==> src/rtl/rr_pkg.sv <==
// Shared types for the route resolver: walk state encoding.
package rr_pkg;
    typedef enum logic [1:0] {
        ST_IDLE  = 2'd0,
        ST_FIRST = 2'd1,
        ST_MID   = 2'd2,
        ST_LAST  = 2'd3
    } rr_state_e;
endpackage

==> src/rtl/rr_first_pick.sv <==
// First-stage selector. Builds the four ordered candidates from the source
// lane and the destination's half bit. Returns the first unmasked one and
// says whether the direct first-to-final link may be used.
// Assumes N_PORTS >= 16 and is a power of two.
module rr_first_pick #(
    parameter int N_PORTS = 16
) (
    input  logic [$clog2(N_PORTS)-1:0]   src,
    input  logic [$clog2(N_PORTS)-1:0]   dst,
    input  logic [N_PORTS/2-1:0]         mask_first,
    input  logic [N_PORTS/2-1:0]         mask_final,
    output logic [$clog2(N_PORTS/2)-1:0] sel,
    output logic                         found,
    output logic                         bypass
);
    localparam int ADDR_W = $clog2(N_PORTS);
    localparam int S0_W   = $clog2(N_PORTS/2);
    localparam int HALF   = N_PORTS/4;
    localparam int PAIR   = N_PORTS/8;
    localparam int LANE_W = (PAIR > 1) ? $clog2(PAIR) : 1;
    localparam int N_CAND = 4;

    logic            half_bit;
    logic [S0_W-1:0] cand [N_CAND];

    assign half_bit = dst[ADDR_W-1];

    // candidate g: 0/1 in the chosen half, 2/3 in the other; odd g is the conjugate
    for (genvar g = 0; g < N_CAND; g++) begin : g_cand
        localparam int OFS = (g % 2) * PAIR;
        localparam bit FLIP = (g >= 2);
        assign cand[g] = S0_W'((((half_bit ^ FLIP) != 1'b0) ? HALF : 0)
                               + int'(src[LANE_W-1:0]) + OFS);
    end

    // fixed-priority scan: lowest candidate number that is usable wins
    always_comb begin
        found = 1'b0;
        sel   = '0;
        for (int i = N_CAND-1; i >= 0; i--) begin
            if (!mask_first[cand[i]]) begin
                found = 1'b1;
                sel   = cand[i];
            end
        end
    end

    // direct route allowed only for matching ports with both ends usable
    assign bypass = (src == dst) && !mask_first[cand[0]] && !mask_final[cand[0]];
endmodule

==> src/rtl/rr_mid_pick.sv <==
// Middle-stage selector. Given the group of the previous switch and one
// destination steering bit, tries the steered switch and then its partner.
module rr_mid_pick #(
    parameter int N_PORTS = 16
) (
    input  logic [$clog2(N_PORTS/4)-2:0] group_idx,
    input  logic                         steer,
    input  logic [N_PORTS/4-1:0]         mask,
    output logic [$clog2(N_PORTS/4)-1:0] sel,
    output logic                         found
);
    localparam int MID_W = $clog2(N_PORTS/4);

    logic [MID_W-1:0] prim;
    logic [MID_W-1:0] alt;

    assign prim = {group_idx, steer};
    assign alt  = {group_idx, ~steer};

    // primary first, partner second, nothing otherwise
    always_comb begin
        found = !mask[prim] || !mask[alt];
        sel   = !mask[prim] ? prim : alt;
    end
endmodule

==> src/rtl/rr_last_pick.sv <==
// Final-stage selector. Maps the last middle switch onto its pair of
// final-stage switches (even k -> 2k+2.., odd k -> 2k-2..). Picks one with
// the steering bit, or takes the captured first-stage switch on a bypass.
module rr_last_pick #(
    parameter int N_PORTS = 16
) (
    input  logic [$clog2(N_PORTS/4)-1:0] prev_mid,
    input  logic                         steer,
    input  logic                         bypass,
    input  logic [$clog2(N_PORTS/2)-1:0] bypass_idx,
    input  logic [N_PORTS/2-1:0]         mask,
    output logic [$clog2(N_PORTS/2)-1:0] sel,
    output logic                         ok
);
    localparam int MID_W = $clog2(N_PORTS/4);

    logic [MID_W-1:0] pair_idx;

    // pair number is base/2: k+1 for even k, k-1 for odd k
    assign pair_idx = prev_mid[0] ? (prev_mid - MID_W'(1)) : (prev_mid + MID_W'(1));

    // single candidate; usable or not
    always_comb begin
        sel = bypass ? bypass_idx : {pair_idx, steer};
        ok  = !mask[sel];
    end
endmodule

==> src/rtl/mstage_route_resolver.sv <==
// Route resolver top. Captures one request and its fault maps on start, then
// walks first stage, each middle stage and the final stage, one per clock.
// Ends with a one-cycle done pulse. Results stay put until the next accepted
// start. Starts arriving while a walk is running are ignored.
// Assumes N_PORTS is a power of two, at least 16.
module mstage_route_resolver #(
    parameter int N_PORTS = 16
) (
    input  logic                                                   clk,
    input  logic                                                   rst_n,
    input  logic                                                   start,
    input  logic [$clog2(N_PORTS)-1:0]                             src,
    input  logic [$clog2(N_PORTS)-1:0]                             dst,
    input  logic [N_PORTS/2-1:0]                                   mask_s0,
    input  logic [($clog2(N_PORTS)-2)*(N_PORTS/4)-1:0]             mask_mid,
    input  logic [N_PORTS/2-1:0]                                   mask_last,
    output logic                                                   busy,
    output logic                                                   done,
    output logic                                                   dropped,
    output logic [$clog2(N_PORTS)-1:0]                             hop_valid,
    output logic [$clog2(N_PORTS/2)-1:0]                           sel_s0,
    output logic [($clog2(N_PORTS)-2)*$clog2(N_PORTS/4)-1:0]       sel_mid,
    output logic [$clog2(N_PORTS/2)-1:0]                           sel_last
);
    import rr_pkg::*;

    localparam int ADDR_W     = $clog2(N_PORTS);
    localparam int S0_CNT     = N_PORTS/2;
    localparam int MID_CNT    = N_PORTS/4;
    localparam int S0_W       = $clog2(S0_CNT);
    localparam int MID_W      = $clog2(MID_CNT);
    localparam int MID_STAGES = ADDR_W - 2;
    localparam int CTR_W      = $clog2(ADDR_W);

    rr_state_e                     state_q;
    logic [ADDR_W-1:0]             lat_src_q;
    logic [ADDR_W-1:0]             lat_dst_q;
    logic [S0_CNT-1:0]             lat_m0_q;
    logic [MID_STAGES*MID_CNT-1:0] lat_mid_q;
    logic [S0_CNT-1:0]             lat_ml_q;
    logic [CTR_W-1:0]              ctr_q;
    logic                          byp_q;
    logic [MID_W-1:0]              prev_mid_q;
    logic [S0_W-1:0]               sel_s0_q;
    logic [MID_STAGES*MID_W-1:0]   sel_mid_q;
    logic [S0_W-1:0]               sel_last_q;
    logic [ADDR_W-1:0]             hop_q;
    logic                          done_q;
    logic                          drop_q;

    logic [S0_W-1:0]  f_sel;
    logic             f_found;
    logic             f_bypass;
    logic [MID_W-2:0] m_group;
    logic [MID_W-1:0] m_sel;
    logic             m_found;
    logic [S0_W-1:0]  l_sel;
    logic             l_ok;

    rr_first_pick #(.N_PORTS(N_PORTS)) u_first (
        .src        (lat_src_q),
        .dst        (lat_dst_q),
        .mask_first (lat_m0_q),
        .mask_final (lat_ml_q),
        .sel        (f_sel),
        .found      (f_found),
        .bypass     (f_bypass)
    );

    // group for the current middle stage: from stage 0 it is j/4, later k/2
    assign m_group = (ctr_q == '0) ? sel_s0_q[S0_W-1:2] : prev_mid_q[MID_W-1:1];

    rr_mid_pick #(.N_PORTS(N_PORTS)) u_mid (
        .group_idx (m_group),
        .steer     (lat_dst_q[ctr_q]),
        .mask      (lat_mid_q[int'(ctr_q)*MID_CNT +: MID_CNT]),
        .sel       (m_sel),
        .found     (m_found)
    );

    rr_last_pick #(.N_PORTS(N_PORTS)) u_last (
        .prev_mid   (prev_mid_q),
        .steer      (lat_dst_q[ADDR_W-2]),
        .bypass     (byp_q),
        .bypass_idx (sel_s0_q),
        .mask       (lat_ml_q),
        .sel        (l_sel),
        .ok         (l_ok)
    );

    // walk sequencer: capture, step one stage per clock, finish with a pulse
    always_ff @(posedge clk) begin
        if (!rst_n) begin
            state_q    <= ST_IDLE;
            lat_src_q  <= '0;
            lat_dst_q  <= '0;
            lat_m0_q   <= '0;
            lat_mid_q  <= '0;
            lat_ml_q   <= '0;
            ctr_q      <= '0;
            byp_q      <= 1'b0;
            prev_mid_q <= '0;
            sel_s0_q   <= '0;
            sel_mid_q  <= '0;
            sel_last_q <= '0;
            hop_q      <= '0;
            done_q     <= 1'b0;
            drop_q     <= 1'b0;
        end else begin
            done_q <= 1'b0;
            unique case (state_q)
                ST_IDLE: begin
                    if (start) begin
                        lat_src_q  <= src;
                        lat_dst_q  <= dst;
                        lat_m0_q   <= mask_s0;
                        lat_mid_q  <= mask_mid;
                        lat_ml_q   <= mask_last;
                        ctr_q      <= '0;
                        byp_q      <= 1'b0;
                        prev_mid_q <= '0;
                        sel_s0_q   <= '0;
                        sel_mid_q  <= '0;
                        sel_last_q <= '0;
                        hop_q      <= '0;
                        drop_q     <= 1'b0;
                        state_q    <= ST_FIRST;
                    end
                end
                ST_FIRST: begin
                    if (f_found) begin
                        sel_s0_q <= f_sel;
                        hop_q[0] <= 1'b1;
                        byp_q    <= f_bypass;
                        state_q  <= f_bypass ? ST_LAST : ST_MID;
                    end else begin
                        drop_q  <= 1'b1;
                        done_q  <= 1'b1;
                        state_q <= ST_IDLE;
                    end
                end
                ST_MID: begin
                    if (m_found) begin
                        sel_mid_q[int'(ctr_q)*MID_W +: MID_W] <= m_sel;
                        prev_mid_q          <= m_sel;
                        hop_q[ctr_q + 1'b1] <= 1'b1;
                        if (ctr_q == CTR_W'(MID_STAGES-1)) begin
                            state_q <= ST_LAST;
                        end else begin
                            ctr_q <= ctr_q + 1'b1;
                        end
                    end else begin
                        drop_q  <= 1'b1;
                        done_q  <= 1'b1;
                        state_q <= ST_IDLE;
                    end
                end
                ST_LAST: begin
                    if (l_ok) begin
                        sel_last_q        <= l_sel;
                        hop_q[ADDR_W-1]   <= 1'b1;
                    end else begin
                        drop_q <= 1'b1;
                    end
                    done_q  <= 1'b1;
                    state_q <= ST_IDLE;
                end
                default: state_q <= ST_IDLE;
            endcase
        end
    end

    // outputs come straight from the held registers
    assign busy      = (state_q != ST_IDLE);
    assign done      = done_q;
    assign dropped   = drop_q;
    assign hop_valid = hop_q;
    assign sel_s0    = sel_s0_q;
    assign sel_mid   = sel_mid_q;
    assign sel_last  = sel_last_q;
endmodule

==> config.mk <==
export PLATFORM = sky130hd
export DESIGN_NAME = mstage_route_resolver
export DESIGN_NICKNAME = d
export VERILOG_FILES = /design/src/rtl/rr_pkg.sv /design/src/rtl/rr_first_pick.sv /design/src/rtl/rr_mid_pick.sv /design/src/rtl/rr_last_pick.sv /design/src/rtl/mstage_route_resolver.sv
export SDC_FILE = /design/constraint.sdc
export NUM_CORES = 1
export LEC_CHECK = 0
export ABC_AREA = 1
export BUFFER_PORTS_ARGS = -buffer_cell sky130_fd_sc_hd__clkbuf_2
export CELL_PAD_IN_SITES_DETAIL_PLACEMENT = 1
export CELL_PAD_IN_SITES_GLOBAL_PLACEMENT = 2
export CORE_UTILIZATION = 33
export DETAILED_ROUTE_END_ITERATION = 10
export HOLD_SLACK_MARGIN = 0.1
export PLACE_DENSITY_LB_ADDON = 0.2
export SETUP_SLACK_MARGIN = 0.1
export SLEW_MARGIN = 20
export SYNTH_ARGS = -nofsm -noshare
export SYNTH_HDL_FRONTEND = slang
export SYNTH_SLANG_ARGS = --single-unit
==> constraint.sdc <==
create_clock -name clk -period 4.05 [get_ports clk]
set_input_delay 0.6075 -clock clk [delete_from_list [all_inputs] [get_ports clk]]
set_output_delay 0.6075 -clock clk [all_outputs]
set_load 0.01 [all_outputs]
==> results of run 1 <==
[final cells by class]
type                    count  share of cell area
repair buffers             53             0.07903
multi-input cells         306              0.4610
inverters                  60             0.06733
clock inverters             2             0.01098
flip-flops and latches     55              0.3220
clock buffers               5             0.02012
well taps                 108             0.03952
[kinds of logic after synthesis]
| family | after synthesis | synth area share |
|---|---|---|
| DFF | 55 | 0.3705 |
| and+or+nand+nor | 201 | 0.3196 |
| xor gates and xnor gates | 1 | 0.002948 |
| buffers and inverters | 73 | 0.09895 |
| adders and majority gates | 10 | 0.04211 |
| AOI/OAI and AO/OA | 94 | 0.1659 |
[per-layer routing]
| layer | routed length (um) | track usage | vias to the layer above | part of all wire |
|---|---|---|---|---|
| met5 | 0 | 0 | - | 0 |
| met4 | 79 | 0.04133 | 0 | 0.0099 |
| met3 | 186 | 0.02384 | 7 | 0.023 |
| met2 | 3731 | 0.3104 | 37 | 0.47 |
| met1 | 4007 | 0.2361 | 1319 | 0.50 |
| li1 | - | - | 1487 | - |
[power groups by stage]
stage / logic (uW) / registers (uW) / clock network, uW
5_1_grt: 1170 / 775 / 402
3_5_place_dp: 1020 / 770 / 0
4_1_cts: 1030 / 758 / 381
3_3_place_gp: 1000 / 763 / 0
6_report: 1010 / 755 / 366
2_1_floorplan: 772 / 751 / 0
[Yosys cell counts (2+ instances only)]
library cell,count,area [sq um]
a21oi_1,38,190.2
a21oi_2,2,17.52
and3_1,2,12.51
buf_6,2,22.52
clkbuf_1,10,37.54
clkinv_1,2,7.510
dfxtp_1,55,1101
ha_1,10,125.1
inv_1,54,202.7
inv_2,3,11.26
nand2_1,89,334.1
nand2_2,5,31.28
nand2_4,6,67.56
nand3_1,27,135.1
nand3_2,4,40.04
nand3_4,3,52.55
nand4_1,7,43.79
nor2_1,51,191.4
nor3_1,2,10.01
o211ai_1,3,22.52
o21ai_0,44,220.2
o21ai_1,4,20.02
or2_2,3,18.77
[worst max-delay path by stage]
| stage | startpoint | slack [ns] | end | cells past startpoint |
|---|---|---|---|---|
| after floorplan | ctr_q[0] | 2.22 | prev_mid_q[0] | 12 |
| after detailed placement | ctr_q[0] | 1.72 | hop_valid[1] | 11 |
| after CTS | ctr_q[0] | 1.69 | hop_valid[1] | 11 |
| after global routing | ctr_q[0] | 1.52 | ctr_q[0] | 13 |
| final | ctr_q[0] | 1.71 | hop_valid[1] | 11 |
| after global placement | ctr_q[0] | 1.82 | hop_valid[1] | 11 |
[sequential cells by signal, indices dropped and copies added (netlist names)]
name,count
hop_valid,4
lat_src_q,4
sel_s0,3
lat_ml_q,8
sel_mid,4
lat_m0_q,8
byp_q,1
sel_last,3
lat_dst_q,4
dropped,1
lat_mid_q,8
ctr_q,2
prev_mid_q,2
done,1
state_q,2
[metrics by stage]
stage                     hold WS (ns)  area, sq um  setup slack [ns]  power, uW
after floorplan                 0.4292         2972             2.217       1522
after global placement          0.4468         3313             1.817       1764
final                           0.4597         3420             1.710       2134
after CTS                       0.4679         3420             1.686       2169
after detailed placement        0.4507         3313             1.716       1793
after global routing            0.4875         3420             1.523       2343
[worst register-to-register path: cells and delay by family (launching register included)]
kind / cells / cell delay [ns]
compound gates: 2 / 0.41
buf+inv: 2 / 0.27
fa+ha+maj: 1 / 0.29
simple gates: 6 / 0.69
flops: 1 / 0.63
==> summary.txt, run 1 <==
status -> finished, final reports clean
area growth from synthesis to final layout -> 15.07%
Port Buffer Count -> 51
die height -> 96.90 um
startpoint types -> flop
critical path's most frequent cell -> nand2_4
most frequent cells in the layout -> nand2_1 (89), dfxtp_1 (55), inv_1 (54)
layout cells sized above 1 -> 0.1850
Crit Path Max Fanout -> 11
vias per inst -> 4.839
r2r endpoint -> hop_valid[1]
final wirelength -> 8005 um
worst hold stages -> 2
Crit path buffers/inverters -> 2
fin. max-slew vios -> 0
grt ovf -> 0
Avg WL per Cell -> 13.59 um
clock root buffer -> clkbuf_8
CP Class -> reg2reg
final core utilization -> 0.3921
Worst R2R Setup Slack -> 1.71 ns
largest net degree at the start of global routing -> 46
die width -> 96.90 um
EDFF count, synth -> 0
# diodes -> 0
H-tree depth -> 2
CP peak stage delay -> 0.63 ns
Filler cells -> 1159
register area -> 0.001101 sq mm
first-pass GRT wire length -> 13850 um
Rows -> 34
clock sink count -> 55
final hold violations -> 0
Hold Crit Start -> hop_valid[2]
CP Data Arrival Time -> 2.58 ns
Ys Warns -> 0
multi-input logic area -> 0.001577 sq mm
prevailing post-synth register cell -> dfxtp_1
syn_nets -> 479
Leak -> 0.001555 uW
most common cell after layout, fill and taps aside -> nand2_1
postcts setup bufs -> 0
worst reg2reg startpoint -> ctr_q[0]
sequential area share after synthesis -> 0.3705
Core ar. -> 0.008721 sq mm
Max-cap violations -> 0
vias post-DR -> 2850
critical path's slowest cell -> dfxtp_1
synthesized area -> 0.002972 sq mm
initial core utilization -> 0.3407
Antenna Nets Post-Route -> 0
Hold Path End -> hop_valid[2]
number of distinct library cells after synthesis -> 31
Crit path required time -> 4.29 ns
Hold Buf Count CTS -> 0
Placed Cells -> 582
#FFs+latches synth -> 55
Resize count post-CTS -> 0
setup TNS -> 0 ns
# DRC -> 0
logic gate share of total power -> 0.475
Tightest Pin Transition -> 0.7786 ns
GPL Wtd Cong -> 0.8192
critical path, cell by cell -> inv_6 > ha_1 > o21ai_2 > inv_1 > nand3_2 > nand2_4 > nand3_4 > nand2_4 > nor2_1 > nand2_1 > a21oi_1
RSZ-0062 raised after global routing -> no
worst clock skew -> 0.01032 ns
fin cells -> 589
worst reg-to-reg path cell count -> 11
CTS tree -> built
drt first-iter violations -> 56
hold crit path type -> reg2reg
fmax -> 427.4 MHz
sw frac -> 0.4450
Setup-failing EPs final -> 0
FFs w/ async S/R, synth -> 0
Max Root-Sink Buffers -> 2
num ports -> 52
clock transition at the registers of the reported paths -> 0.09 ns
Seq pwr share -> 0.354
time the worst path needs with I/O delays and setup -> 2.340 ns
peak supply drop -> 0.1761 mV
1st-pass router iterations -> 4
Int Power -> 1184 uW
Die Area -> 0.009389 sq mm
vias in the first global route -> 2903
Cell Pwr Density -> 624.1 mW/mm^2
critical path's top delay family -> simple AND/OR/NAND/NOR gates
Mapped Cells -> 434
Slew headroom -> 0.4809
initial antenna violation count -> 0
GRT Overall Usage -> 0.1795
mean post-synth cell area -> 6.847 sq um
clock latency on the worst-skew pair -> 0.31 ns
crit end category -> flop
Clock Power Share -> 0.171
Sw Pwr -> 949.7 uW
fin nets -> 526
clock buffer count from CTS -> 5
hpwl dp -> 6316 um
Tcrit/Tclk final -> 0.5777
No activity file was read; power rests on OpenSTA's default activity.
==> inputs of run 2 (changes only) <==
- CORE_UTILIZATION: 33 -> 28
- clock period: 4.05 -> 2.1 ns (I/O delays scaled with it)
==> summary.txt, run 2 (same netlist as run 1, synthesis figures left out) <==
hold crit path type -> in2reg
clock transition at the registers of the reported paths -> 0.11 ns
grt ovf -> 0
hpwl dp -> 6708 um
Antenna Nets Post-Route -> 0
crit path launch -> ctr_q[0]
Avg WL per Cell -> 13.43 um
most frequent cells in the layout -> nand2_1 (89), inv_1 (53), dfxtp_1 (52)
1st-pass router iterations -> 4
Max Root-Sink Buffers -> 2
Hold Crit Start -> mask_s0[2]
peak supply drop -> 0.3795 mV
Core ar. -> 0.01032 sq mm
Placed Cells -> 621
worst reg2reg startpoint -> ctr_q[0]
Leak -> 0.001625 uW
fin. max-slew vios -> 0
Worst R2R Setup Slack -> 0.26 ns
post-route cell area -> 0.003566 sq mm
Tightest Pin Transition -> 0.4793 ns
die height -> 105.0 um
Max-cap violations -> 0
Die Area -> 0.01103 sq mm
vias post-DR -> 2911
Cell Pwr Density -> 1206 mW/mm^2
Filler cells -> 1353
clock latency on the worst-skew pair -> 0.32 ns
CP peak stage delay -> 0.38 ns
final hold violations -> 0
Slew headroom -> 0.6776
area growth from synthesis to final layout -> 20.00%
critical path's slowest cell -> dfxtp_2
Rows -> 37
clock root buffer -> clkbuf_8
critical path's most frequent cell -> nand2_1
worst clock skew -> 0.003496 ns
# diodes -> 0
Tcrit/Tclk final -> 0.8774
CP Data Arrival Time -> 2.06 ns
num ports -> 52
startpoint types -> flop
clock buffer count from CTS -> 5
first-pass GRT wire length -> 14590 um
GPL Wtd Cong -> 0.7727
fin cells -> 629
Crit path required time -> 2.32 ns
drt first-iter violations -> 74
layout cells sized above 1 -> 0.2150
critical path, cell by cell -> inv_6 > ha_1 > nand2_1 > o21ai_4 > inv_2 > nand3_2 > nand2_4 > nand3_4 > nand2_4 > inv_2 > nand2_2 > nand2_1 > nand2_1 > nor2_1
die width -> 105.0 um
largest net degree at the start of global routing -> 25
final core utilization -> 0.3454
Crit Path Max Fanout -> 5
Setup-failing EPs final -> 0
initial core utilization -> 0.2878
CP Class -> reg2reg
Area after DPL -> 0.003431 sq mm
time the worst path needs with I/O delays and setup -> 1.843 ns
fin nets -> 537
clock sink count -> 55
CTS tree -> built
vias in the first global route -> 2993
Port Buffer Count -> 51
fmax -> 542.7 MHz
H-tree depth -> 2
# DRC -> 0
vias per inst -> 4.628
status -> finished, final reports clean
Largest regs -> lat_m0_q: 8 flops, lat_mid_q: 8 flops, lat_ml_q: 8 flops
final wirelength -> 8445 um
initial antenna violation count -> 0
crit end category -> flop
most common cell after layout, fill and taps aside -> nand2_1
GRT Overall Usage -> 0.1646
RSZ-0062 raised after global routing -> yes
## run 2: where the power goes
group	internal, uW	total, uW	switching [uW]
logic	737	2090	1360
registers	1280	1430	155
clock network	387	774	386
total	2400	4300	1900
## run 2: final timing paths
check / cells past startpoint / to
setup / recovery: 14 / ctr_q[0]
hold reg to reg: 2 / lat_mid_q[4]
setup reg to reg: 14 / ctr_q[0]
hold / removal: 3 / lat_m0_q[2]
## run 2: routing by layer
metal | GRT usage | vias up | part of all wire
met3 | 0.02433 | 7 | 0.022
met2 | 0.2758 | 41 | 0.45
met1 | 0.2216 | 1348 | 0.52
li1 | - | 1515 | -
met5 | 0 | - | 0
met4 | 0.03924 | 0 | 0.010
## run 2: final cells by class
class / instances / area [sq um] / area share
multi-input cells: 306 / 1588 / 0.4453
flip-flops and latches: 55 / 1107 / 0.3105
repair buffers: 64 / 352.8 / 0.09895
inverters: 60 / 230.2 / 0.06456
well taps: 136 / 170.2 / 0.04772
clock buffers: 6 / 82.58 / 0.02316
clock inverters: 2 / 35.03 / 0.009825
## run 2: per-stage QoR
step	hold slack (ns)	setup WS (ns)	power, uW	setup TNS (ns)
2_1_floorplan	0.4292	0.2668	2936	0
3_3_place_gp	0.4430	0.003537	3516	0
6_report	0.2506	0.2574	4301	0
4_1_cts	0.2538	0.1406	4350	0
5_1_grt	0.2562	0.08568	4712	0
3_5_place_dp	0.4487	-0.003046	3568	-0.003046
## run 2: timing repair
item                       4_1_cts  5_1_grt
setup endpoints to repair        5       18
hold buffers                     0        0
gates resized for setup          1        6
setup buffers                    0        0
## run 2: critical path, delay by kind of cell, from the launching register on
kind | cells | cell delay, ns
simple gates | 9 | 0.78
flops | 1 | 0.38
fa+ha+maj | 1 | 0.28
buf+inv | 3 | 0.20
compound gates | 1 | 0.09
==> inputs of run 3 (changes only) <==
- CORE_UTILIZATION: 28 -> 33
- clock period: 2.1 -> 2.3 ns (I/O delays scaled with it)
==> summary.txt, run 3 (same netlist as run 1, synthesis figures left out) <==
1st-pass router iterations -> 4
initial antenna violation count -> 0
most frequent cells in the layout -> nand2_1 (89), inv_1 (54), dfxtp_1 (54)
H-tree depth -> 2
Crit Path Max Fanout -> 10
fmax -> 496.5 MHz
worst setup margin -> 0.2860 ns
clock latency on the worst-skew pair -> 0.31 ns
# DRC -> 0
Leak -> 0.001606 uW
Port Buffer Count -> 51
Rows -> 34
worst clock skew -> 0.007799 ns
final core utilization -> 0.4033
num ports -> 52
Die Area -> 0.009389 sq mm
setup TNS -> 0 ns
fin. max-slew vios -> 0
Tightest Pin Transition -> 0.4085 ns
Core ar. -> 0.008721 sq mm
fin nets -> 532
drt first-iter violations -> 68
Largest regs -> lat_m0_q: 8 flops, lat_mid_q: 8 flops, lat_ml_q: 8 flops
Cell Pwr Density -> 1125 mW/mm^2
Setup-failing EPs final -> 0
die height -> 96.90 um
final hold violations -> 0
CTS tree -> built
status -> finished, final reports clean
Antenna Nets Post-Route -> 0
time the worst path needs with I/O delays and setup -> 2.014 ns
grt ovf -> 0
crit end category -> flop
Max Root-Sink Buffers -> 2
Crit path required time -> 2.55 ns
CP Class -> reg2reg
Avg WL per Cell -> 13.89 um
clock buffer count from CTS -> 5
initial core utilization -> 0.3407
peak supply drop -> 0.4116 mV
clock root buffer -> clkbuf_8
vias post-DR -> 2926
final wirelength -> 8281 um
first-pass GRT wire length -> 14290 um
clock sink count -> 55
clock transition at the registers of the reported paths -> 0.10 ns
postcts setup bufs -> 0
area growth from synthesis to final layout -> 18.36%
startpoint types -> flop
hpwl dp -> 6487 um
CP Data Arrival Time -> 2.26 ns
RSZ-0062 raised after global routing -> no
vias per inst -> 4.909
layout cells sized above 1 -> 0.1988
Max-cap violations -> 0
Filler cells -> 1167
pre-CTS setup slack -> 0.1726 ns
vias in the first global route -> 2964
hold crit path type -> in2reg
# diodes -> 0
GRT Overall Usage -> 0.1862
register area -> 0.001102 sq mm
die width -> 96.90 um
multi-input logic area -> 0.001587 sq mm
Slew headroom -> 0.7248
largest net degree at the start of global routing -> 36
Tcrit/Tclk final -> 0.8756
GPL Wtd Cong -> 0.8380
most common cell after layout, fill and taps aside -> nand2_1
-- run 3: layout make-up --
cell class	instances	area share
clock buffers	6	0.02063
clock inverters	2	0.01708
inverters	60	0.06617
multi-input cells	306	0.4511
flip-flops and latches	55	0.3134
well taps	108	0.03842
repair buffers	59	0.09321
-- run 3: path summary, 6_finish.rpt --
check / startpoint / endpoint / slack (ns) / depth (start not counted)
worst max register to register: ctr_q[1] / hop_valid[1] / 0.29 / 12
worst min-delay path: mask_s0[0] / lat_m0_q[0] / 0.28 / 3
worst min register to register: hop_valid[1] / hop_valid[1] / 0.46 / 2
worst max-delay path: ctr_q[1] / hop_valid[1] / 0.29 / 12
-- run 3: critical path, cell delays in order, from the launching register on --
cell and delay (ns):
dfxtp_2 0.37, inv_4 0.13, ha_2 0.27, nand2_1 0.12
o21ai_4 0.11, inv_1 0.14, nand3_2 0.13, nand2_4 0.07
nand3_4 0.11, nand2_4 0.06, nor2_1 0.20, nand2_1 0.10
a21oi_1 0.13
-- run 3: repair_timing --
item	CTS	global route
resized for setup	0	4
hold buffers	0	0
endpoints found under the setup margin	0	15
-- run 3: through the flow --
stage               power [uW]  hold WS, ns  std cells  area, sq um
finish                    3958       0.2820        596         3517
CTS                       3996       0.2763        596         3503
floorplan                 2680       0.4292        434         2972
global route              4329       0.2939        596         3517
detailed placement        3209       0.4485        588         3371
global placement          3154       0.4423        588         3371
-- run 3: routing by layer --
metal | track usage | wire length (um) | vias to the layer above
li1 | - | - | 1503
met1 | 0.2477 | 4036 | 1365
met2 | 0.3126 | 3871 | 49
met3 | 0.03179 | 268 | 9
met4 | 0.04478 | 104 | 0
met5 | 0 | 0 | -
-- run 3: power by group --
group,internal [uW],total [uW],leakage (uW),switching [uW]
combinational,644,1890,0.00109,1250
sequential,1160,1300,0.000454,139
clock,435,760,0.0000654,325
